**src/rtl/kbp_pkg.sv**
```systemverilog
package kbp_pkg;

  typedef enum logic {
    PIN_QUASI      = 1'b0,
    PIN_OPEN_DRAIN = 1'b1
  } pin_mode_e;

  // Next value of the strong-drive counter; cancel has priority over restart.
  function automatic int unsigned burst_next(input int unsigned cur,
                                             input int unsigned load,
                                             input logic restart,
                                             input logic cancel);
    if (cancel)       return 0;
    else if (restart) return load;
    else if (cur > 0) return cur - 1;
    else              return 0;
  endfunction

  // Pad enable rule: low drive always, high drive only during a quasi burst.
  function automatic logic pad_enable(input logic bit_val,
                                      input logic burst_on,
                                      input pin_mode_e mode);
    return !bit_val || (burst_on && (mode == PIN_QUASI));
  endfunction

endpackage

```
**src/rtl/kbp_edge_track.sv**
```systemverilog
module kbp_edge_track
  import kbp_pkg::*;
(
  input  logic      clk,
  input  logic      rst_n,
  input  logic      port_bit,
  input  logic      od_mode,
  output logic      bit_q,
  output pin_mode_e mode_q,
  output logic      rise_evt,
  output logic      mode_flip_evt
);

  always_ff @(posedge clk) begin
    if (!rst_n) begin
      bit_q  <= 1'b1;
      mode_q <= PIN_QUASI;
    end else begin
      bit_q  <= port_bit;
      mode_q <= pin_mode_e'(od_mode);
    end
  end

  assign rise_evt      = port_bit && !bit_q;
  assign mode_flip_evt = (od_mode != logic'(mode_q));

  // the registered bit comes out of reset high
  assert_reset_high_R6: assert property (@(posedge clk)
    !rst_n |=> bit_q);

endmodule

```
**src/rtl/kbp_drive_timer.sv**
```systemverilog
module kbp_drive_timer
  import kbp_pkg::*;
#(
  parameter int unsigned STRONG_CLKS = 4,
  localparam int unsigned CW = $clog2(STRONG_CLKS + 1)
) (
  input  logic          clk,
  input  logic          rst_n,
  input  logic          restart,
  input  logic          cancel,
  output logic [CW-1:0] count_q,
  output logic          strong_en
);

  localparam logic [CW-1:0] LOAD_VAL = CW'(STRONG_CLKS);

  logic [CW-1:0] count_d;

  always_comb begin
    count_d = CW'(burst_next(int'(count_q), int'(LOAD_VAL), restart, cancel));
  end

  always_ff @(posedge clk) begin
    if (!rst_n) count_q <= '0;
    else        count_q <= count_d;
  end

  assign strong_en = (count_q != '0);

  // the counter never goes above the configured burst length
  assert_count_bound_R8: assert property (@(posedge clk) disable iff (!rst_n)
    count_q <= LOAD_VAL);

  // a running burst counts down by one per clock when left alone
  assert_count_down_R3: assert property (@(posedge clk) disable iff (!rst_n)
    (strong_en && !restart && !cancel) |=> (count_q == $past(count_q) - CW'(1)));

  // a restart loads the full length
  assert_reload_R5: assert property (@(posedge clk) disable iff (!rst_n)
    (restart && !cancel) |=> (count_q == LOAD_VAL));

endmodule

```
**src/rtl/kbp_pad_mux.sv**
```systemverilog
module kbp_pad_mux
  import kbp_pkg::*;
(
  input  logic      bit_q,
  input  logic      strong_en,
  input  pin_mode_e mode_q,
  output logic      pin_out,
  output logic      pin_oe
);

  assign pin_out = bit_q;
  assign pin_oe  = pad_enable(bit_q, strong_en, mode_q);

  // a low pad value is always driven
  assert_low_driven_R1: assert final (bit_q || pin_oe);

endmodule

```
**src/rtl/kbd_port_pin.sv**
```systemverilog
module kbd_port_pin
  import kbp_pkg::*;
#(
  parameter int unsigned STRONG_CLKS = 4
) (
  input  logic clk,
  input  logic rst_n,
  input  logic port_bit,
  input  logic od_mode,
  output logic pin_out,
  output logic pin_oe
);

  localparam int unsigned CW = $clog2(STRONG_CLKS + 1);

  logic          bit_q;
  pin_mode_e     mode_q;
  logic          rise_evt;
  logic          mode_flip_evt;
  logic          burst_restart;
  logic [CW-1:0] burst_count;
  logic          strong_en;

  kbp_edge_track u_track (
    .clk           (clk),
    .rst_n         (rst_n),
    .port_bit      (port_bit),
    .od_mode       (od_mode),
    .bit_q         (bit_q),
    .mode_q        (mode_q),
    .rise_evt      (rise_evt),
    .mode_flip_evt (mode_flip_evt)
  );

  assign burst_restart = rise_evt && (mode_q == PIN_QUASI);

  kbp_drive_timer #(.STRONG_CLKS(STRONG_CLKS)) u_timer (
    .clk       (clk),
    .rst_n     (rst_n),
    .restart   (burst_restart),
    .cancel    (mode_flip_evt),
    .count_q   (burst_count),
    .strong_en (strong_en)
  );

  kbp_pad_mux u_mux (
    .bit_q     (bit_q),
    .strong_en (strong_en),
    .mode_q    (mode_q),
    .pin_out   (pin_out),
    .pin_oe    (pin_oe)
  );

  // a low port bit is driven low on the next clock
  assert_low_drive_R1: assert property (@(posedge clk) disable iff (!rst_n)
    !port_bit |=> (pin_oe && !pin_out));

  // a rising bit in steady quasi mode drives high at once
  assert_rise_drive_R2: assert property (@(posedge clk) disable iff (!rst_n)
    (port_bit && !pin_out && !od_mode && mode_q == PIN_QUASI) |=> (pin_oe && pin_out));

  // open-drain mode never drives high
  assert_od_no_high_R4: assert property (@(posedge clk) disable iff (!rst_n)
    od_mode |=> !(pin_oe && pin_out));

  // a bit held at 1 with no burst does not start one
  assert_no_retrigger_R5: assert property (@(posedge clk) disable iff (!rst_n)
    (port_bit && pin_out && !strong_en) |=> !strong_en);

  // a mode change cancels the burst
  assert_mode_cancel_R7: assert property (@(posedge clk) disable iff (!rst_n)
    mode_flip_evt |=> !strong_en);

  // reset leaves the pin released
  assert_reset_release_R6: assert property (@(posedge clk)
    !rst_n |=> (pin_out && !pin_oe));

endmodule

```
**config.mk**
```make
export PLATFORM = sky130hd
export DESIGN_NAME = kbd_port_pin
export DESIGN_NICKNAME = d
export VERILOG_FILES = /design/src/rtl/kbp_pkg.sv /design/src/rtl/kbp_edge_track.sv /design/src/rtl/kbp_drive_timer.sv /design/src/rtl/kbp_pad_mux.sv /design/src/rtl/kbd_port_pin.sv
export SDC_FILE = /design/constraint.sdc
export NUM_CORES = 1
export LEC_CHECK = 0
export ABC_AREA = 1
export CORE_AREA = 2 2 39 41
export DETAILED_ROUTE_END_ITERATION = 12
export DIE_AREA = 0 0 41 43
export SYNTH_ARGS = -nofsm -noshare
export SYNTH_HDL_FRONTEND = slang
export SYNTH_SLANG_ARGS = --single-unit
export TNS_END_PERCENT = 5
```
**constraint.sdc**
```tcl
create_clock -name clk -period 2.9 [get_ports clk]
set_input_delay 0.29 -clock clk [delete_from_list [all_inputs] [get_ports clk]]
set_output_delay 0.29 -clock clk [all_outputs]
set_load 0.005 [all_outputs]
```
# Word-level counts from Yosys, hierarchy flattened
# Index checks and enable logic that the tools add are counted.
[classes] magnitude_cmp=1 mux=2 n_reduce_logical=8 n_eq_ne=1 bitwise=3 add_sub_neg=1
[ops] cell="$mux 3" count=2
[ops] cell="$reduce_or 4->1" count=1
[ops] cell="$gt 3x1->1 const B" count=1
[ops] cell="$logic_and 1x1->1" count=3
[ops] cell="$not 1->1" count=3
[ops] cell="$reduce_bool 3->1" count=1
[ops] cell="$sub 3x1->3 const B" count=1
[ops] cell="$reduce_or 2->1" count=1
[ops] cell="$logic_not 1->1" count=1
[ops] cell="$logic_or 1x1->1" count=1
[ops] cell="$ne 1x1->1" count=1
[word_totals] output_inout_bits=2 reg_bits=5

# Logic depth before layout (Yosys ltp)
# Gate-level depths: netlist of run 1.
[depth] ltp_word=4 depth_mapped=6 depth_no_buf=6

# Hierarchy
# A second synthesis of run 1 with hierarchy kept.
[hier_totals] cells_unflattened=37 hier_area_um2=256.5
[by_module_without_submodules] module="kbp_drive_timer" area_per_inst_um2=150.1 instances=1 cells_each=19
[by_module_without_submodules] module="kbp_edge_track" area_per_inst_um2=77.6 instances=1 cells_each=12
[by_module_without_submodules] module="kbp_pad_mux" area_per_inst_um2=18.8 instances=1 cells_each=4
[by_module_without_submodules] module="kbd_port_pin" area_per_inst_um2=10.0 instances=1 cells_each=2

# Worst setup path after synthesis of run 1
# OpenSTA, ideal clock, no wires.
[synth_timing] kind="flip-flop to output port" startpoint="reg u_timer.count_q[0]" endpoint="out pin_oe" arrival_ns=0.914 stages_incl_launch_ff=5 t_required_ns=2.610 path_buffers=0 slack_ns=1.696 cell_sequence="dfxtp_1 inv_1 ha_1 ha_1 o21ai_0"
[synth_between] elab_chain_cells=3
[synth_rtl] item="start: declaration" line="kbp_drive_timer.sv:11" source="output logic [CW-1:0] count_q,"
[synth_rtl] item="start signal: assignment" line="kbp_drive_timer.sv:25" source="else count_q <= count_d;"
[synth_rtl] item="$reduce_bool 3->1" line="kbp_drive_timer.sv:28" source="assign strong_en = (count_q != '0);"
[synth_rtl] item="$logic_and 1x1->1" line="kbp_pkg.sv:23" source="return !bit_val || (burst_on && (mode == PIN_QUASI));"
[synth_rtl] item="$logic_or 1x1->1" line="kbp_pkg.sv:23"
[synth_rtl] item="end: declaration" line="kbd_port_pin.sv:11" source="output logic pin_oe"
# Every way passes these cells.

# Final worst setup path of run 1
# Same ends and word-level chain as after synthesis.

==> summary.json, run 1 <==
{
  "final_setup_skew": {"value": 0.00233, "unit": "ns"},
  "routed_wire_length_per_instance": {"value": 5.86, "unit": "um"},
  "global_route.usage.total": {"value": 0.0563},
  "finalCoreUtilization": {"value": 0.239},
  "setup_tns": {"value": 0, "unit": "ns"},
  "cts-buffers-inserted": {"value": 3},
  "dpl.hpwl": {"value": 276, "unit": "um"},
  "crit_path_end_kind": {"value": "primary output"},
  "clock_edge_transition_at_the_registers_on_the_reported_setup_and_hold_paths": {"value": 0.04, "unit": "ns"},
  "cp_cell_sequence": {"value": "inv_1, ha_1, ha_1, o21ai_0, clkdlybuf4s50_1"},
  "first_global_vias": {"value": 172},
  "ys_seq_area_frac": {"value": 0.428},
  "power_leakage": {"value": 0.160, "unit": "nW"},
  "place.gp.congestion": {"value": 0.611},
  "clock.fmax": {"value": 509, "unit": "MHz"},
  "clock_tree.root_cell": {"value": "clkbuf_4"},
  "final.period_utilization": {"value": 0.678},
  "die-width": {"value": 41, "unit": "um"},
  "finalSetupViolCount": {"value": 0},
  "rr_startpoint": {"value": "u_timer.count_q[0]"},
  "asyncSetResetFlopFracSynth": {"value": 0},
  "yosys_most_used_dff": {"value": "dfxtp_1"},
  "initial_drt_markers": {"value": 0},
  "cts_tree": {"value": "done"},
  "critPathBufInv": {"value": 2},
  "timing.reg2reg.worst_path_depth": {"value": 6},
  "placeableCoreArea": {"value": 0.00138, "unit": "mm^2"},
  "boundaryPins": {"value": 6},
  "timing.critical_path.from": {"value": "u_timer.count_q[0]"},
  "max_slew.worst_pin.slew": {"value": 0.163, "unit": "ns"},
  "cts.repair.resized": {"value": 0},
  "cpPeakStageDelay": {"value": 0.52, "unit": "ns"},
  "p_per_cell_area": {"value": 514, "unit": "mW/mm^2"},
  "fin_area": {"value": 330, "unit": "um^2"},
  "worst_case_hold_slack": {"value": 0.417, "unit": "ns"},
  "via_count": {"value": 200},
  "diodes_inserted": {"value": 0},
  "io_buffer_count": {"value": 5},
  "post-synth-top-count-cell": {"value": "inv_1"},
  "hold_viol": {"value": 0},
  "run_status": {"value": "completed"},
  "finish.net_count": {"value": 48},
  "synth_area": {"value": 234, "unit": "um^2"},
  "yosys.area.top_type": {"value": "dfxtp_1"},
  "timing.critical_path.fanout_max": {"value": 2},
  "synth.top_cell.area_share": {"value": 0.428},
  "drt_drc_violations_left": {"value": 0},
  "fp.dieArea": {"value": 0.00176, "unit": "mm^2"},
  "path_delay_family": {"value": "buffers and inverters"},
  "grt_setup_unrepaired": {"value": "false"},
  "synthTopCellsByCount": {"value": "inv_1, dfxtp_1, nand2_1"},
  "ant_nets": {"value": 0},
  "placement_rows": {"value": 14},
  "deepest_level_of_the_cts_h_tree": {"value": 1},
  "relSlewSlack": {"value": 0.891},
  "total_routed_length": {"value": 328, "unit": "um"},
  "crit_path_frequent_cell": {"value": "ha_1"},
  "regToRegSetupSlack": {"value": 1.77, "unit": "ns"},
  "critical_path.endpoint": {"value": "pin_oe"},
  "path_depth": {"value": 5},
  "final_cells": {"value": 56},
  "endpoint_of_the_lowest_slack_register_to_register_path": {"value": "u_timer.count_q[0]"},
  "peakVddDrop": {"value": 0.276, "unit": "mV"},
  "pin_count_of_the_biggest_net_entering_global_routing": {"value": 5},
  "initial_utilization": {"value": 0.169},
  "fillers": {"value": 157},
  "placed_area": {"value": 304, "unit": "um^2"},
  "clock_sinks": {"value": 5},
  "synth_top_cells_by_area": {"value": "dfxtp_1, ha_1, inv_1, nand2_1, nor2_1"},
  "synthesis.yosys.warnings": {"value": 0},
  "number_of_enable_flip_flop_cells_after_synthesis": {"value": 0},
  "finalMaxSlewViolations": {"value": 0},
  "ctsHoldBuffers": {"value": 0},
  "synth.net_count": {"value": 38},
  "max_cap_viol_count": {"value": 0},
  "critPathArrivalTime": {"value": 1.68, "unit": "ns"},
  "yosysUniqueCellTypes": {"value": 11},
  "final.min_clock_period": {"value": 1.97, "unit": "ns"},
  "min-delay-path-class": {"value": "flop to flop"},
  "drt-vias-per-instance": {"value": 3.57},
  "post_route_cells_drive_above_1_share": {"value": 0.125},
  "synth.avg_cell_area": {"value": 7.55, "unit": "um^2"},
  "post_cts_buffers": {"value": 0},
  "clock_path_buffers": {"value": 2},
  "number_of_storage_elements_in_the_synthesis_netlist": {"value": 5},
  "critical_path_class": {"value": "flop to primary output"},
  "required": {"value": 2.61, "unit": "ns"},
  "critPathLaunchType": {"value": "flop"},
  "critical-path-slowest-cell": {"value": "clkdlybuf4s50_1"},
  "grt_first_pass_wirelength": {"value": 593, "unit": "um"},
  "clk_latency": {"value": 0.24, "unit": "ns"},
  "antenna_found_initial": {"value": 0},
  "netlist_instances": {"value": 31},
  "globalRoute.totalOverflow": {"value": 0},
  "dpl.cell_count": {"value": 52},
  "area_delta_synth_final": {"value": 41.2, "unit": "%"},
  "die_h": {"value": 43, "unit": "um"},
  "detailed_routing_iteration_count_for_the_pre_antenna_repair_pass": {"value": 1}
}
-- routing by layer --
layer  track usage  up-vias  share of wire  wire length [um]
met5             0        -              0                 0
met4        0.0800        0          0.049                16
met3        0.0314        2          0.061                20
met2        0.0688        6           0.50               164
met1        0.0516       82           0.39               127
li1              -      110              -                 -
-- sequential cells by signal, indices dropped and copies added (netlist names) --
name	count
u_timer.count_q	3
u_track.bit_q	1
u_track.mode_q	1
-- final cells by class --
cell class | count | area, um^2 | area share
Sequential cell | 5 | 100 | 0.303
Inverter | 9 | 33.8 | 0.102
Clock buffer | 4 | 26.3 | 0.0795
Timing Repair Buffer | 5 | 50.0 | 0.152
Multi-Input combinational cell | 17 | 100 | 0.303
Tap cell | 16 | 20.0 | 0.0606
-- worst min path at each step --
stage | startpoint | endpoint | slack [ns] | depth (start not counted)
5_1_grt | u_timer.count_q[0] | u_timer.count_q[0] | 0.44 | 1
4_1_cts | u_timer.count_q[0] | u_timer.count_q[0] | 0.43 | 1
3_3_place_gp | u_timer.count_q[0] | u_timer.count_q[0] | 0.40 | 1
6_report | u_timer.count_q[0] | u_timer.count_q[0] | 0.42 | 1
2_1_floorplan | rst_n | u_track.bit_q | 0.36 | 1
3_5_place_dp | u_timer.count_q[0] | u_timer.count_q[0] | 0.41 | 1
-- cell usage in the layout, fill, tap and decap left out --
| cell | instances |
|---|---|
| inv_2 | 2 |
| nand3_1 | 1 |
| dfxtp_1 | 5 |
| ha_1 | 3 |
| o21ai_0 | 1 |
| inv_1 | 7 |
| clkbuf_1 | 1 |
| clkdlybuf4s50_1 | 5 |
| nor2_1 | 4 |
| nand2_1 | 5 |
| a21oi_1 | 1 |
| o21ai_1 | 1 |
| xnor2_1 | 1 |
| clkbuf_4 | 3 |
-- per-stage QoR --
stage	setup slack [ns]	total power [mW]
floorplan	1.70	0.0818
global route	0.853	0.178
detailed placement	1.18	0.0916
global placement	1.19	0.0914
CTS	0.902	0.175
finish	0.934	0.170
-- worst reg2reg max path, delay by kind of cell, from the launching register on --
family / cells / cell delay [ns]
buf+inv: 1 / 0.04
fa+ha+maj: 2 / 0.40
flops: 1 / 0.32
simple gates: 3 / 0.30
-- cell families after synthesis --
family,Yosys count,synth area share
xor gates and xnor gates,1,0.0374
DFF,5,0.428
buffers and inverters,9,0.144
AOI/OAI and AO/OA,3,0.0641
adders and majority gates,3,0.160
and+or+nand+nor,10,0.166
-- report_power, final --
| group | switching, mW | internal (mW) | total (mW) |
|---|---|---|---|
| combinational | 0.00682 | 0.0104 | 0.0172 |
| sequential | 0.00165 | 0.0713 | 0.0730 |
| clock | 0.0278 | 0.0520 | 0.0797 |
Note: power is estimated with default switching activity, not from simulation.
==> run 2, diff against run 1 <==
clock period = 1.8 ns   (was 2.9 ns; I/O delays follow)
==> summary.json, run 2 (synthesized netlist as in run 1, its figures left out) <==
{
  "run_status": {"value": "completed"},
  "first_global_vias": {"value": 190},
  "min-delay-path-class": {"value": "flop to flop"},
  "ant_nets": {"value": 0},
  "area_delta_synth_final": {"value": 40.6, "unit": "%"},
  "detailed_routing_iteration_count_for_the_pre_antenna_repair_pass": {"value": 1},
  "final_setup_skew": {"value": 0.00465, "unit": "ns"},
  "share_clk_of_total_power": {"value": 0.469},
  "timing.hold.worst_endpoint": {"value": "u_timer.count_q[0]"},
  "power.sequential.fraction": {"value": 0.434},
  "met1_length": {"value": 144, "unit": "um"},
  "timing.reg2reg.worst_path_depth": {"value": 6},
  "hold_depth": {"value": 1},
  "p_per_cell_area": {"value": 823, "unit": "mW/mm^2"},
  "cts-buffers-inserted": {"value": 3},
  "via_count": {"value": 189},
  "dpl.hpwl": {"value": 285, "unit": "um"},
  "deepest_level_of_the_cts_h_tree": {"value": 1},
  "antenna_found_initial": {"value": 0},
  "global_route.usage.total": {"value": 0.0563},
  "critPathArrivalTime": {"value": 1.37, "unit": "ns"},
  "io_buffer_count": {"value": 5},
  "p_int": {"value": 0.214, "unit": "mW"},
  "clock.fmax": {"value": 644, "unit": "MHz"},
  "fraction_of_power_spent_switching_nets": {"value": 0.210},
  "die_h": {"value": 43, "unit": "um"},
  "initial_drt_markers": {"value": 0},
  "peakVddDrop": {"value": 0.313, "unit": "mV"},
  "drt_drc_violations_left": {"value": 0},
  "clk_latency": {"value": 0.24, "unit": "ns"},
  "critPathLaunchType": {"value": "flop"},
  "setup_tns": {"value": 0, "unit": "ns"},
  "fp.dieArea": {"value": 0.00176, "unit": "mm^2"},
  "finish.net_count": {"value": 48},
  "crit_path_end_kind": {"value": "primary output"},
  "clock_edge_transition_at_the_registers_on_the_reported_setup_and_hold_paths": {"value": 0.04, "unit": "ns"},
  "clock_tree.root_cell": {"value": "clkbuf_4"},
  "largest_regs": {"value": "u_timer.count_q (3), u_track.bit_q (1), u_track.mode_q (1)"},
  "power_leakage": {"value": 0.163, "unit": "nW"},
  "most_common_cell_after_layout_fill_and_taps_aside": {"value": "inv_1"},
  "clock_path_buffers": {"value": 2},
  "registers.top_by_ff_count": {"value": "u_timer.count_q"},
  "power.switching": {"value": 0.0570, "unit": "mW"},
  "wire_length_on_met3": {"value": 12, "unit": "um"},
  "max_slew.worst_pin.slew": {"value": 0.160, "unit": "ns"},
  "grt_first_pass_wirelength": {"value": 621, "unit": "um"},
  "grt_setup_unrepaired": {"value": "false"},
  "met2WireLength": {"value": 166, "unit": "um"},
  "drt-vias-per-instance": {"value": 3.38},
  "final_cells": {"value": 56},
  "final.min_clock_period": {"value": 1.55, "unit": "ns"},
  "regToRegSetupSlack": {"value": 0.69, "unit": "ns"},
  "largest_reg_flops": {"value": 3},
  "placement_rows": {"value": 14},
  "combinational_cell_fraction_of_total_power": {"value": 0.097},
  "final.period_utilization": {"value": 0.862},
  "post_route_cells_drive_above_1_share": {"value": 0.125},
  "finalCoreUtilization": {"value": 0.238},
  "hold_viol": {"value": 0},
  "finalSetupViolCount": {"value": 0},
  "finalMaxSlewViolations": {"value": 0},
  "post_cts_buffers": {"value": 0},
  "total_routed_length": {"value": 323, "unit": "um"},
  "globalRoute.totalOverflow": {"value": 0},
  "timing.critical_path.fanout_max": {"value": 2},
  "dpl.cell_count": {"value": 52},
  "clock_sinks": {"value": 5},
  "initial_utilization": {"value": 0.169},
  "pin_count_of_the_biggest_net_entering_global_routing": {"value": 5},
  "relSlewSlack": {"value": 0.893},
  "rr_startpoint": {"value": "u_timer.count_q[0]"},
  "cts_tree": {"value": "done"},
  "ctsHoldBuffers": {"value": 0},
  "required": {"value": 1.62, "unit": "ns"},
  "die-width": {"value": 41, "unit": "um"},
  "most-common-layout-cells": {"value": "inv_1, nand2_1, dfxtp_1"},
  "highest_layer": {"value": "met3"},
  "critical_path_class": {"value": "flop to primary output"},
  "endpoint_of_the_lowest_slack_register_to_register_path": {"value": "u_timer.count_q[0]"},
  "cts.repair.resized": {"value": 1},
  "placeableCoreArea": {"value": 0.00138, "unit": "mm^2"},
  "routed_wire_length_per_instance": {"value": 5.77, "unit": "um"},
  "diodes_inserted": {"value": 0},
  "boundaryPins": {"value": 6},
  "max_cap_viol_count": {"value": 0},
  "min_from": {"value": "u_timer.count_q[0]"},
  "place.gp.congestion": {"value": 0.649}
}
==> run 2: worst max-delay path by stage <==
stage | end | start | slack [ns]
2_1_floorplan | pin_oe | u_timer.count_q[0] | 0.71
3_3_place_gp | pin_oe | u_timer.count_q[0] | 0.19
3_5_place_dp | pin_oe | u_timer.count_q[0] | 0.21
4_1_cts | pin_oe | u_timer.count_q[0] | 0.23
5_1_grt | pin_oe | u_timer.count_q[0] | 0.16
6_report | pin_oe | u_timer.count_q[0] | 0.25
==> run 2: routing by layer <==
| metal | global-route usage | up-vias |
|---|---|---|
| met5 | 0 | - |
| li1 | - | 109 |
| met1 | 0.0548 | 76 |
| met2 | 0.0750 | 4 |
| met3 | 0.0314 | 0 |
| met4 | 0.0600 | 0 |
==> run 2: area by class of cell <==
cell class / instances / area, um^2
tap: 16 / 20.0
inverter: 9 / 33.8
clock buffer: 4 / 26.3
fill: 147 / 1050
multi-input combinational: 17 / 100
timing repair buffer: 5 / 48.8
sequential: 5 / 100
==> run 2: worst max-delay path: stages, from the launching register on <==
cell	delay (ns)
dfxtp_1	0.31
inv_1	0.04
ha_1	0.20
ha_1	0.20
o21ai_0	0.14
dlygate4sd2_1	0.25
==> run 2: stage by stage <==
step           hold slack (ns)  cell area (um^2)  power (mW)  worst slack [ns]
2_1_floorplan            0.249               234       0.132             0.706
3_3_place_gp             0.401               304       0.147             0.188
3_5_place_dp             0.401               304       0.147             0.209
4_1_cts                  0.407               329       0.279             0.230
5_1_grt                  0.416               329       0.294             0.157
6_report                 0.405               329       0.271             0.248
==> run 2: power groups by stage <==
stage	logic, mW	registers [mW]	clock network, mW
2_1_floorplan	0.0126	0.119	0
5_1_grt	0.0298	0.118	0.146
3_3_place_gp	0.0278	0.119	0
6_report	0.0263	0.118	0.127
3_5_place_dp	0.0280	0.120	0
4_1_cts	0.0267	0.117	0.135
